===== config.mk =====
export PLATFORM = sky130hd
export DESIGN_NAME = stamp_timer
export DESIGN_NICKNAME = d
export VERILOG_FILES = /design/src/rtl/stamp_timer_pkg.sv /design/src/rtl/stamp_prescaler.sv /design/src/rtl/stamp_counter.sv /design/src/rtl/stamp_regfile.sv /design/src/rtl/stamp_timer.sv
export SDC_FILE = /design/constraint.sdc
export NUM_CORES = 1
export LEC_CHECK = 0
export BUFFER_PORTS_ARGS = -buffer_cell sky130_fd_sc_hd__buf_2
export CAP_MARGIN = 20
export CORE_MARGIN = 4
export CORE_UTILIZATION = 55
export DETAILED_ROUTE_END_ITERATION = 8
export PLACE_DENSITY_LB_ADDON = 0.15
export SLEW_MARGIN = 20
export SYNTH_ARGS = -nofsm -noshare
export SYNTH_HDL_FRONTEND = slang
export SYNTH_HIERARCHICAL = 1
export SYNTH_SLANG_ARGS = --single-unit

===== constraint.sdc =====
create_clock -name clk -period 8.15 [get_ports clk]
set_clock_uncertainty 0.15 [all_clocks]
set_input_delay 1.2225 -clock clk [delete_from_list [all_inputs] [get_ports clk]]
set_output_delay 1.2225 -clock clk [all_outputs]
set_load 0.01 [all_outputs]

===== src/rtl/stamp_timer_pkg.sv =====
package stamp_timer_pkg;

  // Register select derived from the word index of a request address.
  typedef enum logic [1:0] {
    SEL_CTRL = 2'd0,
    SEL_LOW  = 2'd1,
    SEL_CAP  = 2'd2,
    SEL_NONE = 2'd3
  } reg_sel_e;

  // Bit position of the rate field inside the control register.
  localparam int RATE_LSB = 8;

  // Rate field value loaded at reset.
  localparam int RATE_RESET = 1;

endpackage


===== src/rtl/stamp_prescaler.sv =====
module stamp_prescaler #(
  parameter int RATE_W = 3
) (
  input  logic              clk,
  input  logic              rst_n,
  input  logic [RATE_W-1:0] rate_i,
  input  logic              restart_i,
  output logic              tick_o
);

  localparam logic [RATE_W-1:0] ONE = RATE_W'(1);

  logic [RATE_W-1:0] phase_q;
  logic              running;

  assign running = (rate_i != '0);
  assign tick_o  = running && (phase_q == rate_i - ONE);

  always_ff @(posedge clk or negedge rst_n) begin
    if (!rst_n) begin
      phase_q <= '0;
    end else if (restart_i || tick_o) begin
      phase_q <= '0;
    end else if (running) begin
      phase_q <= phase_q + ONE;
    end
  end


  tick_spacing_chk: assert property (@(posedge clk) disable iff (!rst_n)
    (tick_o && rate_i > ONE && !restart_i) |=> !tick_o);


  stopped_no_tick_chk: assert property (@(posedge clk) disable iff (!rst_n)
    (rate_i == '0 && !restart_i) |=> (!tick_o || rate_i != '0));

endmodule


===== src/rtl/stamp_counter.sv =====
module stamp_counter #(
  parameter int          CNT_W = 56,
  parameter logic [55:0] INIT  = '0
) (
  input  logic             clk,
  input  logic             rst_n,
  input  logic             tick_i,
  output logic [CNT_W-1:0] cnt_o
);

  logic [CNT_W-1:0] cnt_q;

  always_ff @(posedge clk or negedge rst_n) begin
    if (!rst_n) begin
      cnt_q <= CNT_W'(INIT);
    end else if (tick_i) begin
      cnt_q <= cnt_q + CNT_W'(1);
    end
  end

  assign cnt_o = cnt_q;


  idle_hold_chk: assert property (@(posedge clk) disable iff (!rst_n)
    !tick_i |=> $stable(cnt_q));


  wrap_zero_chk: assert property (@(posedge clk) disable iff (!rst_n)
    (tick_i && (&cnt_q)) |=> (cnt_q == '0));

endmodule


===== src/rtl/stamp_regfile.sv =====
module stamp_regfile
  import stamp_timer_pkg::*;
#(
  parameter int CNT_W  = 56,
  parameter int LO_W   = 32,
  parameter int RATE_W = 3,
  parameter int ADDR_W = 5
) (
  input  logic              clk,
  input  logic              rst_n,
  input  logic              req_valid,
  input  logic              req_write,
  input  logic [ADDR_W-1:0] req_addr,
  input  logic [LO_W-1:0]   req_wdata,
  input  logic [CNT_W-1:0]  cnt_i,
  output logic [RATE_W-1:0] rate_o,
  output logic              restart_o,
  output logic              rsp_valid,
  output logic [LO_W-1:0]   rsp_rdata
);

  localparam int HI_W = CNT_W - LO_W;

  reg_sel_e          sel;
  logic              rd_req, wr_req, low_rd;
  logic [RATE_W-1:0] rate_q;
  logic [HI_W-1:0]   cap_q;
  logic [LO_W-1:0]   rd_mux;
  logic              unused_wdata;

  always_comb begin
    sel = SEL_NONE;
    if (req_addr[1:0] == 2'b00) begin
      case (req_addr[ADDR_W-1:2])
        (ADDR_W-2)'(0): sel = SEL_CTRL;
        (ADDR_W-2)'(1): sel = SEL_LOW;
        (ADDR_W-2)'(2): sel = SEL_CAP;
        default:        sel = SEL_NONE;
      endcase
    end
  end

  assign rd_req    = req_valid && !req_write;
  assign wr_req    = req_valid && req_write;
  assign low_rd    = rd_req && (sel == SEL_LOW);
  assign restart_o = wr_req && (sel == SEL_CTRL);
  assign rate_o    = rate_q;
  assign unused_wdata = ^req_wdata;

  always_comb begin
    case (sel)
      SEL_CTRL: rd_mux = LO_W'(rate_q) << RATE_LSB;
      SEL_LOW:  rd_mux = cnt_i[LO_W-1:0];
      SEL_CAP:  rd_mux = LO_W'(cap_q);
      default:  rd_mux = '0;
    endcase
  end

  always_ff @(posedge clk or negedge rst_n) begin
    if (!rst_n) begin
      rate_q <= RATE_W'(RATE_RESET);
    end else if (restart_o) begin
      rate_q <= req_wdata[RATE_LSB +: RATE_W];
    end
  end

  always_ff @(posedge clk or negedge rst_n) begin
    if (!rst_n) begin
      cap_q <= '0;
    end else if (low_rd) begin
      cap_q <= cnt_i[CNT_W-1:LO_W];
    end
  end

  always_ff @(posedge clk or negedge rst_n) begin
    if (!rst_n) begin
      rsp_valid <= 1'b0;
      rsp_rdata <= '0;
    end else begin
      rsp_valid <= rd_req;
      if (rd_req) begin
        rsp_rdata <= rd_mux;
      end
    end
  end


  rsp_after_read_chk: assert property (@(posedge clk) disable iff (!rst_n)
    rd_req |=> rsp_valid);


  no_rsp_without_read_chk: assert property (@(posedge clk) disable iff (!rst_n)
    !rd_req |=> !rsp_valid);


  low_capture_chk: assert property (@(posedge clk) disable iff (!rst_n)
    low_rd |=> (cap_q == $past(cnt_i[CNT_W-1:LO_W])) &&
               (rsp_rdata == $past(cnt_i[LO_W-1:0])));


  cap_hold_chk: assert property (@(posedge clk) disable iff (!rst_n)
    !low_rd |=> $stable(cap_q));

endmodule


===== src/rtl/stamp_timer.sv =====
module stamp_timer #(
  parameter int          CNT_W  = 56,
  parameter int          LO_W   = 32,
  parameter int          RATE_W = 3,
  parameter int          ADDR_W = 5,
  parameter logic [55:0] INIT   = '0
) (
  input  logic              clk,
  input  logic              rst_n,
  input  logic              req_valid,
  input  logic              req_write,
  input  logic [ADDR_W-1:0] req_addr,
  input  logic [LO_W-1:0]   req_wdata,
  output logic              rsp_valid,
  output logic [LO_W-1:0]   rsp_rdata
);

  logic [RATE_W-1:0] rate;
  logic              restart;
  logic              tick;
  logic [CNT_W-1:0]  cnt;

  stamp_prescaler #(.RATE_W(RATE_W)) u_presc (
    .clk       (clk),
    .rst_n     (rst_n),
    .rate_i    (rate),
    .restart_i (restart),
    .tick_o    (tick)
  );

  stamp_counter #(.CNT_W(CNT_W), .INIT(INIT)) u_cnt (
    .clk    (clk),
    .rst_n  (rst_n),
    .tick_i (tick),
    .cnt_o  (cnt)
  );

  stamp_regfile #(
    .CNT_W  (CNT_W),
    .LO_W   (LO_W),
    .RATE_W (RATE_W),
    .ADDR_W (ADDR_W)
  ) u_regs (
    .clk       (clk),
    .rst_n     (rst_n),
    .req_valid (req_valid),
    .req_write (req_write),
    .req_addr  (req_addr),
    .req_wdata (req_wdata),
    .cnt_i     (cnt),
    .rate_o    (rate),
    .restart_o (restart),
    .rsp_valid (rsp_valid),
    .rsp_rdata (rsp_rdata)
  );


  bus_write_no_jump_chk: assert property (@(posedge clk) disable iff (!rst_n)
    (req_valid && req_write) |=> (cnt == $past(cnt) || cnt == $past(cnt) + CNT_W'(1)));

endmodule


# Word-level counts from Yosys, hierarchy flattened
# Cells that the tools add are included.
# totals
ff_bits,119
in_bits,41
output_inout_bits,33
wordCells,31
# op_classes
add_sub_neg,3
eq_ne,5
muxes,5
n_reduce_logical,12
# ops
op,n
one-hot mux 32 bit (3 select lines),1
"adder 56 x 1 -> 56 bit, second input constant",1
two-way mux 3 bit,2
one-hot mux 2 bit (3 select lines),1
logical AND 1 bit,5
zero test 2 bit,2
"adder 3 x 1 -> 3 bit, second input constant",1
"equality test 3 x 1 -> 1 bit, second input constant",1
"equality test 3 x 2 -> 1 bit, second input constant",1
equality test 3 bit,1
zero test 3 bit,1
nonzero test 3 bit,1
"subtractor 3 x 1 -> 3 bit, second input constant",1
"equality test 2 x 1 -> 1 bit, second input constant",1
"equality test 2 bit, second input constant",1
two-way mux 2 bit,1
nonzero test 2 bit,1
zero test 1 bit,1
logical OR 1 bit,1

# Depth between registers and ports, before layout
# logic_depth
ltp_word,7
ltp_mapped,11
depth_no_buf,10

# Cells and area by module
# The synthesis kept the hierarchy.
# by_module_without_submodules
mod,instances,cells_per_inst,area_each_um2,seq_area_each_um2
stamp_regfile,1,211,2597.5,1502.7
stamp_counter,1,229,2526.2,1401.3
stamp_prescaler,1,26,260.2,75.1

# Worst setup path after synthesis
# Ideal clock, no wire load.
# synth_path
kind,register -> register
from,reg u_regs.rate_q[0] (netlist: u_regs/rate_o[0])
to,reg u_cnt.cnt_q[41] (netlist: u_cnt/cnt_o[41])
setup_ps,123
arrival_time_ps,2758
required_ps,7877
slack_ps,5119
path_stages_with_launch,12
path_buffers,1
synth_period_minus_slack_ps,3031
path_cell_list,dfstp_2 > inv_1 > ha_1 > ha_1 > xnor2_2 > nor4_2 > nand3_1 > nor2_1 > and4_2 > buf_4 > nand4_1 > xnor2_1
# synth_via
elab_chain_len,3
elab_cells_between_ends,4
classes_between,1 x add/sub; 1 x eq/ne; 2 x reduce/logical
# synth_rtl
item,line,source
start: declaration,stamp_regfile.sv:26,logic [RATE_W-1:0] rate_q;
start signal: assignment,stamp_regfile.sv:61,rate_q <= RATE_W'(RATE_RESET);
start signal: assignment,stamp_regfile.sv:63,rate_q <= req_wdata[RATE_LSB +: RATE_W];
subtractor 3 x 1 -> 3 bit,stamp_prescaler.sv:17,assign tick_o = running && (phase_q == rate_i - ONE);
equality test 3 bit,stamp_prescaler.sv:17,
logical AND 1 bit (*),stamp_prescaler.sv:17,
via tick,stamp_timer.sv:20,logic tick;
end signal: assignment,stamp_counter.sv:15,cnt_q <= CNT_W'(INIT);
end signal: assignment,stamp_counter.sv:17,cnt_q <= cnt_q + CNT_W'(1);
end: declaration,stamp_counter.sv:11,logic [CNT_W-1:0] cnt_q;
# The timed path passes the listed nets; every way through them passes the cells marked *.
# A chain may end at the register's enable or synchronous reset.

# Worst setup path after layout
# layout_path
from,reg u_regs.rate_q[0] (netlist: u_regs/rate_o[0])
to,reg u_cnt.cnt_q[46] (netlist: u_cnt/cnt_o[46])
# The elaborated chain is that of the path after synthesis.

==> metrics.md <==
| Metric | Value |
|---|---|
| Outcome | finished, final reports clean |
| Synth top area cells | dfrtp_1, xnor2_1, mux2_4, nand2_1, a22oi_1 |
| Post-synth ARST share | 100.0% |
| Global Route Usage Sum | 20.84% |
| Remaining Overflow, GRT | 0 |
| Clock Latency Late Sink | 0.50 ns |
| Count leader, synth | dfrtp_1 |
| Largest net degree at the start of global routing | 62 |
| CTS Root Cell | clkbuf_8 |
| Filler instances | 743 |
| PostCTS Resize Cnt | 0 |
| Top cells by count, synth | dfrtp_1, nand2_1, xnor2_1 |
| Layout cells sized above 1 | 22.77% |
| Number of flops mapped to enable cells by yosys | 0 |
| RePlAce Congestion | 0.8444 |
| Die X-Extent | 106.9 um |
| Maxcap violations | 0 |
| Max transition margin | 35.73% |
| Biggest area consumer among synthesized cells | dfrtp_1 |
| Vias per cell | 5.563 |
| Crit end category | register |
| Post-Syn Instances | 466 |
| Starting Density | 57.45% |
| Initial DRC Count | 176 |
| Wire length per cell after detailed routing | 16.57 um |
| Crit Path Category | register to register |
| Final hold viol count | 0 |
| RSZ-0062 raised after global routing | no |
| Core ar. | 0.009371 mm2 |
| Crit path max fanout | 10 |
| Synth unique cells | 47 |
| Leakage | 2.971 nW |
| Slew @ Worst Pin | 0.9640 ns |
| Synth-to-Final Area Change | 17.43% |
| Final setup vio count | 0 |
| Die height | 106.9 um |
| Post-Syn Nets | 511 |
| Total CTS buffers | 17 |
| Worst Path Required | 8.42 ns |
| Routed Wire Length | 10,870 um |
| Top_reg_cell synth | dfrtp_1 |
| Clk slew on worst S/H paths | 0.06 ns |
| Number of global-route vias before repair | 3,682 |
| Fin. max-slew vios | 0 |
| Layout Nets | 559 |
| I/O Buffers | 44 |
| TritonCTS clock tree | built |
| IO Count | 74 |
| Warnings from Yosys | 6 |
| Clock sinks | 119 |
| # Post-CTS Setup Buffers | 0 |
| Sequential cell area fraction in the yosys report | 55.33% |
| Hold_buf cts | 0 |
| Post-synth top area share | 54.85% |
| Total power per unit cell area | 243.5 mW/mm2 |
| ANT cells | 0 |
| Cell area after synthesis | 0.005384 mm2 |
| Max Fclk | 0.2658 GHz |
| DPL Wire Length | 7279 um |
| First-pass GRT wire length | 18,620 um |
| DRC Markers | 0 |
| Setup TNS | 0 ns |
| Die area | 0.01144 mm2 |
| Register bit total from synthesis | 119 |
| Via count | 3,649 |
| Worst ir drop on vdd | 0.2107 mV |
| CP Launch Type | register |
| Antenna violations before repair | 0 |
| Final period util | 46.15% |
| Total power | 0.001539 W |
| Crit path time final | 3.762 ns |
| Antenna Nets Post-Route | 0 |
| Clk buf depth | 2 |
| Worst EP arrival | 4.03 ns |
| Hold Path Class | register to register |
| # rows | 35 |
| First-pass DRT Iterations | 5 |
| Syn avg cell area | 11.55 um2 |
| H-tree depth reported by CTS | 4 |
-- final timing paths --
path,start,end,slack [ns],cells past startpoint
max,u_regs/rate_o[0],u_cnt/cnt_o[46],4.39,10
min,u_cnt/cnt_o[55],u_cnt/cnt_o[55],0.32,1
max reg2reg,u_regs/rate_o[0],u_cnt/cnt_o[46],4.39,10
min reg2reg,u_cnt/cnt_o[55],u_cnt/cnt_o[55],0.32,1
max in group asynchronous,rst_n,u_regs/cap_q[6],5.97,2
min in group asynchronous,rst_n,u_presc/phase_q[0],0.62,1
-- through the flow --
stage	utilization [%]	instances	setup WS [ns]	hold WS, ns	instance area (um2)
after CTS	67.46	656	4.400	0.3230	6322
after global routing	67.46	656	4.193	0.3474	6322
final	67.46	656	4.388	0.3164	6322
after global placement	60.67	624	4.517	0.3060	5685
after floorplan	-	466	5.119	0.2918	5384
after detailed placement	60.67	624	4.459	0.3108	5685
-- layer usage --
metal	GRT usage [%]	routed length, um	up-vias
met5	0	0	-
met4	6.575	69	0
met3	4.696	430	4
met2	32.55	5284	70
met1	29.19	5084	1832
li1	-	-	1743
-- registers in the layout, summed over array words and instances (netlist names) --
register,flops
u_regs/rsp_valid,1
u_presc/phase_q,3
u_cnt/cnt_o,56
u_regs/rate_o,3
u_regs/cap_q,24
u_regs/rsp_rdata,32
-- critical path, stage by stage, from the launching register on --
cell and delay, ns:
dfstp_2 0.57, inv_1 0.05, ha_1 0.19, ha_1 0.30, xnor2_2 0.18, nor4_2 0.74
nand2_1 0.18, nor2_1 0.37, and4_1 0.52, and4_4 0.29, xor2_2 0.13
-- layout by cell type, fill, tap and decap left out, drive strengths merged --
master and n:
nor2 23, dfstp 1, a221oi 1, and3 5
clkbuf 23, and4b 1, nand2 66, clkinv 4
dfrtp 118, o31ai 2, mux2 31, o41ai 1
a21oi 2, or3 1, and4 3, nor3 7
nand2b 2, a22oi 21, xnor2 42, bufinv 5
ha 4, a22o 3, xor2 16, nor4 10
o21ai 29, inv 11, a32o 3, buf 47
nand4 19, nor2b 1, and2b 1, nand3 23
and2 1
-- kinds of logic (layout without fill, tap and decap cells) --
logic type,Yosys count,in the layout,share of synthesized area (%)
muxes,31,31,7.878
xor gates and xnor gates,58,58,9.854
DFF,119,119,55.33
and+or+nand+nor,163,163,15.69
AOI/OAI and AO/OA,62,62,7.599
adders and majority gates,4,4,0.9296
buffers and inverters,29,90,2.719
-- report_power, final --
group          switching (W)  internal [W]
clock network       0.000242      0.000550
logic              0.0000679     0.0000474
registers          0.0000233      0.000609
-- layout make-up --
cell class	instances	area, um2	area share [%]
inverters	11	41.29	0.6531
flip-flops and latches	119	2979	47.12
well taps	129	161.4	2.553
repair buffers	47	245.2	3.879
clock inverters	9	170.2	2.691
clock buffers	23	466.7	7.382
multi-input cells	318	2258	35.72
Power figures use the tool's default switching activity.
